**config.mk**
```make
export PLATFORM = sky130hd
export DESIGN_NAME = hwctl_top
export DESIGN_NICKNAME = d
export VERILOG_FILES = /design/src/rtl/hwctl_pkg.sv /design/src/rtl/hwctl_phase_ctr.sv /design/src/rtl/hwctl_major_reg.sv /design/src/rtl/hwctl_op_decode.sv /design/src/rtl/hwctl_strobe_matrix.sv /design/src/rtl/hwctl_top.sv
export SDC_FILE = /design/constraint.sdc
export NUM_CORES = 1
export LEC_CHECK = 0
export CORE_AREA = 2 2 39 41
export CTS_CLUSTER_DIAMETER = 50
export DETAILED_ROUTE_END_ITERATION = 12
export DIE_AREA = 0 0 41 43
export PLACE_DENSITY = 0.67
export SYNTH_ARGS = -nofsm -noshare
export SYNTH_HDL_FRONTEND = slang
export SYNTH_HIERARCHICAL = 1
export SYNTH_SLANG_ARGS = --single-unit
```
**constraint.sdc**
```tcl
create_clock -name clk -period 1.19 [get_ports clk]
set_input_delay 0.119 -clock clk [delete_from_list [all_inputs] [get_ports clk]]
set_output_delay 0.119 -clock clk [all_outputs]
set_load 0.01 [all_outputs]
```
**src/rtl/hwctl_pkg.sv**
```systemverilog
package hwctl_pkg;

    localparam int OP_W_DEF    = 4;
    localparam int PHASE_N_DEF = 4;

    typedef enum logic [1:0] {
        CYC_FETCH = 2'b00,
        CYC_INDIR = 2'b01,
        CYC_EXEC  = 2'b10,
        CYC_INTR  = 2'b11
    } major_e;

    // memory-reading instructions
    localparam int OPC_LOAD = 1;
    localparam int OPC_ADD  = 2;
    localparam int OPC_AND  = 3;

    // minor phase indices (T1..T4)
    localparam int PH_T1 = 0;
    localparam int PH_T2 = 1;
    localparam int PH_T3 = 2;
    localparam int PH_T4 = 3;

    typedef struct packed {
        logic mar_load;
        logic mbr_load;
        logic pc_inc;
        logic ir_load;
        logic acc_load;
    } strobe_t;

    typedef struct packed {
        logic fetch;
        logic indir;
        logic exec;
        logic intr;
    } cyc_lines_t;

    function automatic major_e next_major(input major_e cur, input logic ind, input logic req);
        major_e nxt;
        unique case (cur)
            CYC_FETCH: nxt = ind ? CYC_INDIR : CYC_EXEC;
            CYC_INDIR: nxt = CYC_EXEC;
            CYC_EXEC:  nxt = req ? CYC_INTR : CYC_FETCH;
            default:   nxt = CYC_FETCH;
        endcase
        return nxt;
    endfunction

    function automatic cyc_lines_t decode_cycle(input major_e cur);
        cyc_lines_t l;
        l.fetch = (cur == CYC_FETCH);
        l.indir = (cur == CYC_INDIR);
        l.exec  = (cur == CYC_EXEC);
        l.intr  = (cur == CYC_INTR);
        return l;
    endfunction

endpackage

```
**src/rtl/hwctl_phase_ctr.sv**
```systemverilog
module hwctl_phase_ctr #(
    parameter int PHASE_N = hwctl_pkg::PHASE_N_DEF,
    localparam int PH_W   = $clog2(PHASE_N)
) (
    input  logic            clk,
    input  logic            rst,
    output logic [PH_W-1:0] phase,
    output logic            last
);
    localparam logic [PH_W-1:0] LAST_PH = PH_W'(PHASE_N - 1);

    assign last = (phase == LAST_PH);

    always_ff @(posedge clk) begin
        if (rst) begin
            phase <= '0;
        end else if (last) begin
            phase <= '0;
        end else begin
            phase <= phase + 1'b1;
        end
    end
endmodule

```
**src/rtl/hwctl_major_reg.sv**
```systemverilog
module hwctl_major_reg
    import hwctl_pkg::*;
(
    input  logic   clk,
    input  logic   rst,
    input  logic   adv,
    input  logic   ind_bit,
    input  logic   irq,
    output major_e cyc
);
    major_e cyc_nxt;

    always_comb begin
        cyc_nxt = cyc;
        if (adv) begin
            cyc_nxt = next_major(cyc, ind_bit, irq);
        end
    end

    always_ff @(posedge clk) begin
        if (rst) begin
            cyc <= CYC_FETCH;
        end else begin
            cyc <= cyc_nxt;
        end
    end
endmodule

```
**src/rtl/hwctl_op_decode.sv**
```systemverilog
module hwctl_op_decode #(
    parameter int OP_W   = hwctl_pkg::OP_W_DEF,
    localparam int NOPS  = 1 << OP_W
) (
    input  logic [OP_W-1:0] opcode,
    output logic [NOPS-1:0] op_lines
);
    for (genvar i = 0; i < NOPS; i++) begin : g_line
        assign op_lines[i] = (opcode == OP_W'(i));
    end
endmodule

```
**src/rtl/hwctl_strobe_matrix.sv**
```systemverilog
module hwctl_strobe_matrix
    import hwctl_pkg::*;
#(
    parameter int OP_W    = OP_W_DEF,
    parameter int PHASE_N = PHASE_N_DEF,
    localparam int NOPS   = 1 << OP_W,
    localparam int PH_W   = $clog2(PHASE_N)
) (
    input  major_e          cyc,
    input  logic [PH_W-1:0] phase,
    input  logic [NOPS-1:0] op_lines,
    output strobe_t         strb
);
    logic [PHASE_N-1:0] t;
    cyc_lines_t         c;
    logic               mem_rd;

    for (genvar k = 0; k < PHASE_N; k++) begin : g_phase
        assign t[k] = (phase == PH_W'(k));
    end

    assign c      = decode_cycle(cyc);
    assign mem_rd = op_lines[OPC_LOAD] | op_lines[OPC_ADD] | op_lines[OPC_AND];

    always_comb begin
        strb.mar_load = (c.fetch & t[PH_T1]) | (c.indir & t[PH_T1])
                      | (c.exec & t[PH_T1] & mem_rd);
        strb.mbr_load = (c.fetch & t[PH_T2]) | (c.indir & t[PH_T2])
                      | (c.exec & t[PH_T2] & mem_rd);
        strb.pc_inc   = c.fetch & t[PH_T2];
        strb.ir_load  = c.fetch & t[PH_T3];
        strb.acc_load = c.exec & t[PH_T3] & mem_rd;
    end
endmodule

```
**src/rtl/hwctl_top.sv**
```systemverilog
module hwctl_top
    import hwctl_pkg::*;
#(
    parameter int OP_W    = OP_W_DEF,
    parameter int PHASE_N = PHASE_N_DEF,
    localparam int PH_W   = $clog2(PHASE_N),
    localparam int NOPS   = 1 << OP_W
) (
    input  logic            clk,
    input  logic            rst,
    input  logic [OP_W-1:0] opcode,
    input  logic            ind_bit,
    input  logic            irq,
    output logic            mar_load,
    output logic            mbr_load,
    output logic            pc_inc,
    output logic            ir_load,
    output logic            acc_load,
    output logic [1:0]      cycle,
    output logic [PH_W-1:0] phase
);
    logic            adv;
    major_e          cyc;
    logic [NOPS-1:0] op_lines;
    strobe_t         strb;

    hwctl_phase_ctr #(.PHASE_N(PHASE_N)) u_phase (
        .clk   (clk),
        .rst   (rst),
        .phase (phase),
        .last  (adv)
    );

    hwctl_major_reg u_major (
        .clk     (clk),
        .rst     (rst),
        .adv     (adv),
        .ind_bit (ind_bit),
        .irq     (irq),
        .cyc     (cyc)
    );

    hwctl_op_decode #(.OP_W(OP_W)) u_dec (
        .opcode   (opcode),
        .op_lines (op_lines)
    );

    hwctl_strobe_matrix #(.OP_W(OP_W), .PHASE_N(PHASE_N)) u_matrix (
        .cyc      (cyc),
        .phase    (phase),
        .op_lines (op_lines),
        .strb     (strb)
    );

    assign cycle    = cyc;
    assign mar_load = strb.mar_load;
    assign mbr_load = strb.mbr_load;
    assign pc_inc   = strb.pc_inc;
    assign ir_load  = strb.ir_load;
    assign acc_load = strb.acc_load;
endmodule

```
==> results of run 1 <==
per-stage QoR:
step           TNS (ns)  cell area, um^2  utilization, %  instances
2_1_floorplan         0              350               -         31
3_3_place_gp      -2.83              553            40.0         66
3_5_place_dp      -2.92              553            40.0         66
4_1_cts          -0.157              571            41.2         71
5_1_grt          -0.431              616            44.5         72
6_report        -0.0916              616            44.5         72
worst min path at each step:
stage,from,to,depth (start not counted)
after floorplan,rst,u_major/cyc[0],1
final,irq,u_major/cyc[1],3
after detailed placement,u_phase/phase[0],u_phase/phase[0],2
after global placement,u_phase/phase[0],u_phase/phase[0],2
after CTS,irq,u_major/cyc[1],3
after global routing,irq,u_major/cyc[1],3
per-layer routing:
layer,global-route usage (%),up-vias
met3,4.71,0
li1,-,171
met2,16.9,9
met4,6.00,0
met1,13.9,151
met5,0,-
sequential cells by signal (all words and copies together), names as in the netlist:
signal         cells
u_major/cyc        2
u_phase/phase      2
layout by cell type (no fill, tap or decap), drive strengths merged:
| master | n |
|---|---|
| nor3 | 4 |
| nor3b | 1 |
| a21oi | 2 |
| clkbuf | 3 |
| clkdlybuf4s50 | 3 |
| buf | 19 |
| nor4b | 4 |
| mux2 | 1 |
| dlygate4sd2 | 4 |
| nand2b | 5 |
| and4bb | 1 |
| a2111oi | 1 |
| ha | 1 |
| dfxtp | 4 |
| a311oi | 1 |
| a211oi | 1 |
| nand3b | 1 |
critical path: cells and delay by family:
family,cells,cell delay [ns]
buffers and inverters,2,0.30
and+or+nand+nor,3,0.70
final cells by class:
type	instances	area, um^2
multi-input cells	23	279
repair buffers	26	201
flip-flops and latches	4	92.6
fillers	144	768
well taps	16	20.0
clock buffers	3	22.5
report_power, final:
group | leakage, nW | switching, mW | internal, mW | total (mW)
Sequential | 0.0352 | 0.0219 | 0.147 | 0.169
Clock | 0.0138 | 0.0505 | 0.112 | 0.163
Combinational | 0.217 | 0.0829 | 0.126 | 0.209
Total | 0.266 | 0.155 | 0.385 | 0.541
timing repair:
action	4_1_cts	5_1_grt
gates resized for setup	50	10
endpoints found under the setup margin	9	5
pin swaps	6	4
cloned	0	0
buffers inserted	2	1
==> results by group, run 1 <==
Hold path
  • Hold Crit Class: input pin to register

Setup path
  • Arrival time worst endpoint: 1.12 ns
  • Setup CP Type: input pin to primary output
  • Reg2Reg Depth: 4
  • Crit path cell chain: buf_2, nor4b_4, nor3_2, nor4b_2, buf_2
  • CP most frequent cell: buf_2
  • Flop2flop setup slack: 0.08 ns
  • R2r endpoint: u_major/cyc[1]
  • Crit path largest cell delay: approximately 0.37 ns
  • Critical Path Sink: acc_load
  • Crit path capture type: primary output
  • Crit-path slowest cell: nor4b_4
  • Critical-path maximum fanout: 3
  • Element type at the critical path start: input pin
  • CP Launch Point: opcode[3]
  • Crit path required time: 1.07 ns
  • RR Startpoint: u_phase/phase[0]

Timing
  • Slew headroom: a little under 80%
  • Fmax: 0.810 GHz
  • RSZ-0062 raised after global routing: yes
  • Fin. Hold Viols: 0
  • Setup Skew: 0.00115 ns
  • Crit share post-route: 104%
  • Final setup viols: 3
  • Actual slew at the worst max-slew pin: approximately 0.31 ns
  • Tmin final: 1.23 ns
  • Final setup margin: -0.0441 ns
  • Fin. max-slew vios: 0
  • Worst hold slack: 0.501 ns

Floorplan
  • Die Footprint: 1760 um^2
  • Die H: 43 um
  • Initial core utilization: 24.1%
  • Rows: 14
  • Core area: 1380 um^2
  • Top-Level Pins: 17
  • Die width: 41 um

Route
  • Routed wl met2: 411 um
  • Via count: 331
  • DR iter-0 viols: 3
  • Via/cell ratio: 4.60
  • DR DRC count: 0
  • Detailed Route WL: 797 um
  • Antenna-violating nets left: 0
  • Metal3 WL: between 40 and 50 um
  • Wire per inst: approximately 11 um
  • 1st-pass router iterations: 4
  • Top sig layer: met3
  • DRT met1 WL: 341 um

Placement
  • Place WS: -0.883 ns
  • Post-DP HPWL: 587 um
  • Final Wtd Congestion: 0.655
  • PortBufs: 16

Clocking
  • Hold buffers post-CTS: 0
  • Clock root buffer: clkbuf_4
  • Num CTS Buffers: 3
  • H-tree depth: 1
  • Clk sinks: 4
  • Later-pin clock latency in the skew report: ~0.23 ns
  • Bufs on Longest Clock Path: 2
  • Clock-pin slew on the worst setup and hold paths: about 0.030 ns
  • CTS tree: yes

Power and ir drop
  • Power per Cell Area: just under 900 nW/um^2
  • Leakage Power: about 0.27 nW
  • Design Power: 541 uW
  • VDD IR-drop max: approximately 0.52 mV

Global route
  • Largest net degree at the start of global routing: 7
  • Overall routing resource usage: 11.6%
  • First-pass GRT wire length: between 1 and 1.5 mm
  • Vias in the first global route: 347
  • Initial antenna violation count: 0
  • Grt total ovfl: 0

Run
  • Max-cap viol count: 0

Yosys
  • Post-Syn Area: 333 um^2
  • Syn Area/Cell: 10.7 um^2
  • Syn Nets: 40
  • Syn Inst Count: 31
  • Synth Warn #: 6

Final layout
  • Ant diodes: 0
  • P&R area growth vs syn: 85.0%
  • Nets: 67
  • Layout cells sized above 1: 71.4%

Run status
  • Run status: finished with violations
  • Failing checks: negative setup slack
(Power assumes the default switching activity.)
==> run 2: changes to the inputs <==
- CAP_MARGIN: default -> 10
==> results of run 2 <==
Final layout, timing and power as in run 1 (identical DEF).
==> run 3: changes to the inputs <==
- REMOVE_ABC_BUFFERS: default -> 1
==> run 3 against run 2 <==
Effect of this change: routed wire length fell by 3.4%; combinational power is 8% lower; non-clock buffer count is 1 lower; sequential cell count unchanged; clock power rose by 3%; setup slack got worse by 0.0044 ns; final area down 5.7%; fmax decreased by 0.35%; power is 3.2% lower; clock skew about the same; hold slack improved by 0.0064 ns; largest power group unchanged; the run still ends with negative setup slack left.
==> results by group, run 3 (synthesis gave the netlist of run 1 again) <==
Run status
  • Run status: finished with violations
  • Failing checks: negative setup slack

Clocking
  • Num CTS Buffers: 3
  • Clock root buffer: clkbuf_4
  • H-tree depth: 1
  • Bufs on Longest Clock Path: 2
  • Later-pin clock latency in the skew report: about 0.23 ns
  • Hold buffers post-CTS: 0
  • CTS tree: yes
  • Clock-pin slew on the worst setup and hold paths: roughly 0.040 ns
  • Clk sinks: 4
  • Postcts setup bufs: 0

Timing
  • Slew headroom: 81.8%
  • Setup Skew: 0.000820 ns
  • Fmax: 0.807 GHz
  • Final setup viols: 3
  • Final setup margin: -0.0485 ns
  • Actual slew at the worst max-slew pin: 0.272 ns
  • Fin. max-slew vios: 0
  • Fin. Hold Viols: 0
  • Tmin final: 1.24 ns
  • RSZ-0062 raised after global routing: yes
  • Crit share post-route: 104%

Global route
  • Grt total ovfl: 0
  • Initial antenna violation count: 0
  • Largest net degree at the start of global routing: 7
  • Vias in the first global route: 317
  • First-pass GRT wire length: 1.20 mm
  • Overall routing resource usage: approximately a tenth

Power and ir drop
  • Clock share of power: about a third
  • Switching Share: between 20 and 30%
  • VDD IR-drop max: 0.549 mV
  • Power per Cell Area: 901 nW/um^2
  • Leakage Power: 0.257 nW
  • Switch Pwr: ~150 uW
  • Logic pwr share: between 30% and 40%
  • Internal power: 374 uW
  • Part of the power in registers: 31.1%

Final layout
  • Layout cells sized above 1: between 60% and 70%
  • Largest regs: u_major/cyc x2, u_phase/phase x2
  • Commonest non-fill, non-tap cell in the layout: buf_4
  • Commonest cells after routing, fill and taps aside: 9 x buf_4, 6 x buf_2, 5 x nand2b_1, 4 x dlygate4sd2_1, 4 x dfxtp_2
  • # fillers: 145
  • Ant diodes: 0
  • P&R area growth vs syn: 74.4%
  • Nets: 66
  • Final Non-Filler Cells: just over 70
  • Design Area, Final: 581 um^2

Hold path
  • Hold Crit Depth: 3
  • Worst Min Path Start: irq
  • End of the worst hold path: u_major/cyc[1]
  • Hold Crit Class: input pin to register

Placement
  • Placed cell area: about 550 um^2
  • Post-DP HPWL: 582 um
  • PortBufs: 16
  • Dpl cells: just under 70
  • Final Wtd Congestion: 0.651

Floorplan
  • Die Footprint: 1760 um^2
  • Top-Level Pins: 17
  • Rows: 14
  • Core area: approximately 1400 um^2
  • Initial core utilization: 24.1%
  • Die H: 43 um
  • Die width: 41 um

Route
  • Wire per inst: 10.8 um
  • Detailed Route WL: slightly below 800 um
  • 1st-pass router iterations: 2
  • DR iter-0 viols: 3
  • Antenna-violating nets left: 0
  • Via count: 331
  • Via/cell ratio: 4.66
  • DR DRC count: 0

Run
  • Max-cap viol count: 0

Setup path
  • Critical-path maximum fanout: 3
  • Reg2Reg Depth: 4
  • Crit path capture type: primary output
  • CP most frequent cell: nor4b_2
  • Crit path largest cell delay: 0.26 ns
  • Setup CP Type: input pin to primary output
  • Crit path required time: 1.07 ns
  • Arrival time worst endpoint: approximately 1.1 ns
  • Worst Path Buf+Inv: 3
  • Crit path cell chain: buf_6, nor4b_2, buf_4, nor3_4, nor4b_2, buf_2
  • RR Startpoint: u_phase/phase[0]
  • R2r endpoint: u_major/cyc[1]
  • Crit-path leading delay family: simple AND/OR/NAND/NOR gates
  • Element type at the critical path start: input pin
  • Crit-path slowest cell: nor4b_2
  • Flop2flop setup slack: 0.08 ns
run 3: cell count changes in the layout (fill, tap and decap cells not counted), moves of 2 or more:
cell / delta
dfxtp_2: +3
dfxtp_4: -3
nand2b_1: +2
nand2b_4: -2
run 3: how the worst max path moves through the flow:
stage / startpoint / endpoint / slack, ns / cells after the start
after floorplan: u_phase/phase[0] / u_major/cyc[1] / 0.06 / 3
after global placement: opcode[0] / acc_load / -0.79 / 6
after detailed placement: opcode[2] / acc_load / -0.81 / 6
after CTS: u_major/cyc[1] / mar_load / -0.13 / 3
after global routing: u_phase/phase[0] / acc_load / -0.1 / 3
final: opcode[0] / acc_load / -0.05 / 6
run 3: layout make-up:
type / instances / area [um^2] / area share (%)
Multi-Input combinational cell: 23 / 253 / 43.5
Timing Repair Buffer: 25 / 200 / 34.5
Sequential cell: 4 / 85.1 / 14.7
Clock buffer: 3 / 22.5 / 3.88
Tap cell: 16 / 20.0 / 3.45
run 3: power by group through the flow:
stage          logic (mW)  registers (mW)  clock network [mW]
5_1_grt             0.210           0.165               0.183
2_1_floorplan      0.0713           0.172                   0
6_report            0.192           0.163               0.168
3_5_place_dp        0.210           0.162                   0
3_3_place_gp        0.209           0.161                   0
4_1_cts             0.178           0.163               0.181
run 3: metrics by stage:
stage / power, mW / TNS, ns / setup slack [ns] / util, % / hold slack, ns
floorplan: 0.243 / 0 / 0.0575 / - / 0.188
finish: 0.523 / -0.0944 / -0.0485 / 42.0 / 0.508
detailed placement: 0.372 / -2.68 / -0.807 / 39.8 / 0.594
global placement: 0.370 / -2.68 / -0.791 / 39.8 / 0.577
global route: 0.557 / -0.233 / -0.0953 / 42.0 / 0.537
CTS: 0.522 / -0.211 / -0.130 / 38.5 / 0.496
run 3: worst register-to-register path: cells and delay by family (launching register included):
family,cells,cell delay (ns)
adders and majority gates,1,0.22
DFF,1,0.35
AOI/OAI and AO/OA,2,0.32
buffers and inverters,1,0.13
run 3: metal layers:
layer | track usage (%) | routed length [um] | up-vias
li1 | - | - | 169
met1 | 11.6 | 339 | 152
met2 | 14.1 | 359 | 10
met3 | 3.66 | 71 | 0
met4 | 10.0 | 0 | 0
met5 | 0 | 0 | -
run 3: repair_timing:
item	CTS	global route
endpoints found under the setup margin	9	4
pin swaps	5	6
hold endpoints to repair	0	0
gates resized for setup	45	10
